File: src/rtl/tx_dma_req_gen.sv
module tx_dma_req_gen #(
  parameter int FIFO_BYTES = 2048,
  parameter int BURST_RST  = 512,
  parameter int URG_RST    = 0,
  localparam int CW = $clog2(FIFO_BYTES) + 1,
  localparam int TW = CW - 1
) (
  input  logic          clk,
  input  logic          rst_n,
  input  logic          cfg_we,
  input  logic          cfg_sel,
  input  logic [TW-1:0] cfg_wdata,
  input  logic [CW-1:0] fifo_free,
  input  logic [CW-1:0] fifo_used,
  input  logic          data_pend,
  input  logic          grant,
  input  logic          burst_done,
  output logic          req_norm,
  output logic          req_urg
);

  typedef enum logic [1:0] {S_IDLE, S_WAIT, S_XFER} st_t;

  st_t           st;
  logic [TW-1:0] burst_th, urg_th;
  logic          rn_q, ru_q;

  wire urg_hit  = {1'b0, urg_th} > fifo_used;
  wire brst_hit = fifo_free >= {1'b0, burst_th};

  assign req_norm = rn_q;
  assign req_urg  = ru_q;

  always_ff @(posedge clk) begin
    if (!rst_n) begin
      burst_th <= TW'(BURST_RST);
      urg_th   <= TW'(URG_RST);
    end else if (cfg_we) begin
      if (cfg_sel) urg_th   <= cfg_wdata;
      else         burst_th <= cfg_wdata;
    end
  end

  always_ff @(posedge clk) begin
    if (!rst_n) begin
      st   <= S_IDLE;
      rn_q <= 1'b0;
      ru_q <= 1'b0;
    end else begin
      case (st)
        S_IDLE:
          if (data_pend && (urg_hit || brst_hit)) begin
            st   <= S_WAIT;
            ru_q <= urg_hit;
            rn_q <= !urg_hit;
          end
        S_WAIT: begin
          if (urg_hit) begin
            ru_q <= 1'b1;
            rn_q <= 1'b0;
          end
          if (grant) st <= S_XFER;
        end
        S_XFER:
          if (burst_done) begin
            st   <= S_IDLE;
            rn_q <= 1'b0;
            ru_q <= 1'b0;
          end
        default: st <= S_IDLE;
      endcase
    end
  end

  assert_one_kind_R6: assert property (@(posedge clk) disable iff (!rst_n)
    !(req_norm && req_urg));

  assert_no_pend_R2: assert property (@(posedge clk) disable iff (!rst_n)
    (st == S_IDLE && !data_pend) |=> !(req_norm || req_urg));

  assert_urgent_R5: assert property (@(posedge clk) disable iff (!rst_n)
    (st == S_IDLE && data_pend && urg_hit) |=> req_urg);

  assert_hold_R7: assert property (@(posedge clk) disable iff (!rst_n)
    (st == S_WAIT && !grant) |=> (req_norm || req_urg));

  assert_drop_R8: assert property (@(posedge clk) disable iff (!rst_n)
    (st == S_XFER && burst_done) |=> !(req_norm || req_urg));

  assert_sticky_urg_R9: assert property (@(posedge clk) disable iff (!rst_n)
    (req_urg && st != S_IDLE && !(st == S_XFER && burst_done)) |=> req_urg);

endmodule

File: config.mk
export PLATFORM = sky130hd
export DESIGN_NAME = tx_dma_req_gen
export DESIGN_NICKNAME = d
export VERILOG_FILES = /design/src/rtl/tx_dma_req_gen.sv
export SDC_FILE = /design/constraint.sdc
export NUM_CORES = 1
export LEC_CHECK = 0
export CORE_MARGIN = 2
export CORE_UTILIZATION = 45
export DETAILED_ROUTE_END_ITERATION = 16
export DONT_BUFFER_PORTS = 1
export GPL_TIMING_DRIVEN = 0
export HOLD_SLACK_MARGIN = 0.08
export SLEW_MARGIN = 20
export SYNTH_ARGS = -nofsm -noshare
export SYNTH_HDL_FRONTEND = slang
export SYNTH_SLANG_ARGS = --single-unit
File: constraint.sdc
create_clock -name clk -period 5.2 [get_ports clk]
set_input_delay 0.78 -clock clk [delete_from_list [all_inputs] [get_ports clk]]
set_output_delay 0.78 -clock clk [all_outputs]
set_load 0.02 [all_outputs]
After elaboration in Yosys (flattened, before gate mapping)

Cells that the tools add are included.
Widths: inputs -> output; s select.

Register bits: 26
Input port bits: 42
Output and inout port bits: 2

Magnitude comparators: 2
Equal/unequal tests: 6
Muxes and demuxes: 11
Bitwise operators: 1
Reduce and logical (&&, ||, !) cells: 9

Operators by type and width:

| kind               | count |
|---|---|
| $ge 12x11->1       | 1 |
| $gt 11x12->1       | 1 |
| $ne 2x2->1 const B | 4 |
| $mux 2             | 3 |
| $pmux 1 s3         | 2 |
| $pmux 2 s3         | 1 |
| $mux 1             | 5 |
| $reduce_and 2->1   | 2 |
| $reduce_and 4->1   | 1 |
| $reduce_and 3->1   | 1 |
| $reduce_bool 3->1  | 1 |
| $eq 2x1->1 const B | 1 |
| $eq 2x2->1 const B | 1 |
| $logic_not 2->1    | 1 |
| $logic_and 1x1->1  | 1 |
| $logic_not 1->1    | 1 |
| $logic_or 1x1->1   | 1 |
| $not 1->1          | 1 |

Logic depth before layout (Yosys ltp)

Depth after elaboration: 5
Gate-level depth with buffers: 8

Least setup slack after synthesis

No wires, ideal clock.

Kind: input port to flip-flop
Start: in fifo_used[1]
End: reg rn_q, in the netlist req_norm
Setup time: 0.062 ns
Arrival time: 2.358 ns
Data required time: 5.138 ns
Path slack: 2.780 ns
Stages: 8
Buffers on the path: 0
Path through: inv_1 > ha_1 > nor2b_4 > o211ai_2 > a21oi_1 > o41ai_4 > or4b_1 > nand3_1

Longest elaborated chain between the ends: 5

Ends and longest elaborated chain:

| what                              | line | source |
|---|---|---|
| from (decl)                       | 14   | `input logic [CW-1:0] fifo_used,` |
| $gt 11x12->1 (*)                  | 28   | `wire urg_hit = {1'b0, urg_th} > fifo_used;` |
| $logic_or 1x1->1                  | 52   | `if (data_pend && (urg_hit \|\| brst_hit)) begin` |
| $logic_and 1x1->1                 | 52   |  |
| $ne 2x2->1 (no source line)       | n/a  |  |
| $reduce_and 4->1 (no source line) | n/a  |  |
| to (signal assigned)              | 55   | `rn_q <= !urg_hit;` |
| to (decl)                         | 26   | `logic rn_q, ru_q;` |

Every way passes the cells marked *; elsewhere a longest branch is shown, timed or not. The select of a mux whose other input is x is not followed.
A chain may end at the register's enable or synchronous reset.

Worst setup path after layout

Ends and elaborated chain as after synthesis.

==> impl_results.md <==
* Status: finished clean
* Setup violators final at 0
* First-pass detailed-route iteration total at 6
* Chip Width at 64.5 um
* Inst Count DP at 253
* Largest net degree at the start of global routing at 15
* Buf+Inv Stages, Crit Path at 1
* Max Cap Viol at 0
* Commonest cells post-synth: nand2_1, inv_1, a21oi_1
* CTS clk-pin slew, worst paths at 0.14 ns
* WP data required at 5.48 ns
* First-pass GRT wire length at 6.01 mm
* Fillers at 333
* Post-Synthesis Cells at 207
* Crit path max fanout at 7
* Core Rows at 21
* Min-delay worst type: register to register
* Port Buffers at 0
* H-tree depth at 1
* R2R Setup Slk at 3.02 ns
* Vias in the first global route at 1386
* CP endpoint: req_norm$_SDFFE_PN0P_
* Ports at 44
* RSZ-0062 raised after global routing: no
* Worst vdd rail ir drop at 166 uV
* Avg Vias per Cell at 5.36
* CTS Buf Count at 3
* Post-DP HPWL at 2.87 mm
* Main synth FF type: dfxtp_1
* Grt ovf at 0
* Critical Path Start Type: input port
* Synth cell types at 37
* YS warnings at 0
* Family with the most delay on the worst path: compound AO/OA/AOI/OAI gates
* Seq/Total Area, Yosys at 0.316
* Fraction of layout cells with a size suffix above 1 at 0.0664
* Max clock buf depth at 2
* Syn Nets at 274
* Initial antenna violation count at 0
* Period minus WS final at 2.29 ns
* #FFs+latches synth at 26
* Layout Cells excl Fill at 257
* Routed wl met3 at 215 um
* Final Hold Viols at 0
* Syn avg cell area at 7.95 sq um
* Worst r2r path cells at 8
* Total Power at 0.000469 W
* Vias after detailed routing at 1377
* Util after Layout at 0.510
* Crit Path Class: input port to register
* Avg WL per Cell at 13.5 um
* CP max-delay cell: o41ai_4
* CTS root buf: clkbuf_4
* DRC viols at 0
* Setup Fix Bufs, Post-CTS at 0
* WL final at 3.47 mm
* CP Capture Type: register
* Crit path from: fifo_used[1]
* Area grow syn2layout at 5.70%
* Cell taking the most area after synthesis: dfxtp_1
* Effective utilization at floorplan at 0.482
* Worst path cell trace: inv_1 -> ha_1 -> nor2b_4 -> o211ai_2 -> a21oi_1 -> o41ai_4 -> or4b_1 -> nand3_1
* Nets at 279
* Largest cells by area after synthesis: dfxtp_1, ha_1, nand2_1, a21oi_1, inv_1
* Setup Skew at 0.00919 ns
* Clk_lat worst skew at 0.34 ns
* Antenna viol nets, final at 0
* Fin crit share at 0.441
* CP Depth at 8
* Gr usage total at 0.182
* Slew Viols, Final at 0
* Die height at 64.5 um
* Core area at 3420 sq um
* Routed wl met2 at 1.59 mm
* Top sig layer: met4
* Crit path largest cell delay at 0.52 ns
* RR Endpoint: st[1]$_SDFFE_PN0P_
* Count leader, synth: nand2_1
* Antenna diodes at 0
* Power per standard cell area at 269 nW/um^2
* Slew headroom at 0.658
* Gp weighted congestion at 0.808
* Max Freq at 0.436 GHz
* Critical Path AT at 2.57 ns
* CTS tree: done
* Worst-Margin Slew at 0.511 ns
* Cell Area, Synth at 1650 sq um
* Full die area at 4160 sq um
* Async SR Flop Fraction at 0
* Top cell type's share of synthesized area at 0.316
* FF-to-FF Start: burst_th[5]$_SDFFE_PN0P_
* Clk sinks at 26
* Register area at 520 sq um
* Post-synth EDFFs at 0
* Area of the multi-input gates at 987 sq um
* Routed length on met1 at 1.58 mm
* Hold_buf cts at 0
* CTS resizes at 0
* Setup TNS at 0 ns
* Iteration-0 DRC Markers at 59
* Leakage at 0.758 nW
sequential cells by signal (all words and copies together) (netlist names):
name	cells
req_norm	1
burst_th	11
st	2
urg_th	11
req_urg	1
worst min path at each step:
stage,startpoint,to,depth (start not counted)
4_1_cts,urg_th[0]$_SDFFE_PN0P_,urg_th[0]$_SDFFE_PN0P_,2
2_1_floorplan,burst_th[10]$_SDFFE_PN0P_,burst_th[10]$_SDFFE_PN0P_,2
3_5_place_dp,urg_th[0]$_SDFFE_PN0P_,urg_th[0]$_SDFFE_PN0P_,2
3_3_place_gp,burst_th[2]$_SDFFE_PN0P_,burst_th[2]$_SDFFE_PN0P_,2
5_1_grt,urg_th[0]$_SDFFE_PN0P_,urg_th[0]$_SDFFE_PN0P_,2
6_report,urg_th[0]$_SDFFE_PN0P_,urg_th[0]$_SDFFE_PN0P_,2
cells in the final DEF, fill, tap and decap left out, drive strengths merged, types with 3 or more instances in the layout:
cell     n
clkbuf  10
nor2     4
nand4    3
inv     31
nand3    3
dfxtp   26
a211o    4
a21oi   27
o211ai   4
nand2   48
ha      25
report_power, final:
part	internal, W	switching, W
clock network	0.0000430	0.0000619
registers	0.000216	0.0000167
logic	0.0000562	0.0000746
routing by layer:
layer | vias up | GRT usage
met5 | - | 0
met4 | 0 | 0.0824
met3 | 9 | 0.0365
met2 | 42 | 0.301
met1 | 615 | 0.229
li1 | 711 | -
metrics by stage:
step / setup WS, ns / cell area [sq um] / hold WS (ns)
after CTS: 2.92 / 1740 / 0.471
after global placement: 2.64 / 1700 / 0.448
after detailed placement: 2.57 / 1700 / 0.453
after floorplan: 2.78 / 1650 / 0.436
after global routing: 2.83 / 1740 / 0.478
final: 2.91 / 1740 / 0.470
logic make-up (layout without fill, tap and decap cells):
group | Yosys count | count (layout) | synth area share
AOI/OAI and AO/OA | 48 | 48 | 0.205
adders and majority gates | 25 | 25 | 0.190
buffers and inverters | 37 | 41 | 0.0843
DFF | 26 | 26 | 0.316
muxes | 2 | 2 | 0.0129
and+or+nand+nor | 69 | 69 | 0.191
worst min-delay path: cells and delay by family, from the launching register on:
| family | cells | cell delay [ns] |
|---|---|---|
| compound gates | 1 | 0.05 |
| flops | 1 | 0.34 |
| simple gates | 1 | 0.05 |
layout make-up:
| class | instances | share of cell area |
|---|---|---|
| Multi-Input combinational cell | 144 | 0.567 |
| Clock buffer | 4 | 0.0208 |
| Sequential cell | 26 | 0.299 |
| Buffer | 6 | 0.0129 |
| Tap cell | 46 | 0.0331 |
| Inverter | 31 | 0.0669 |
No activity file was read; power rests on OpenSTA's default activity.
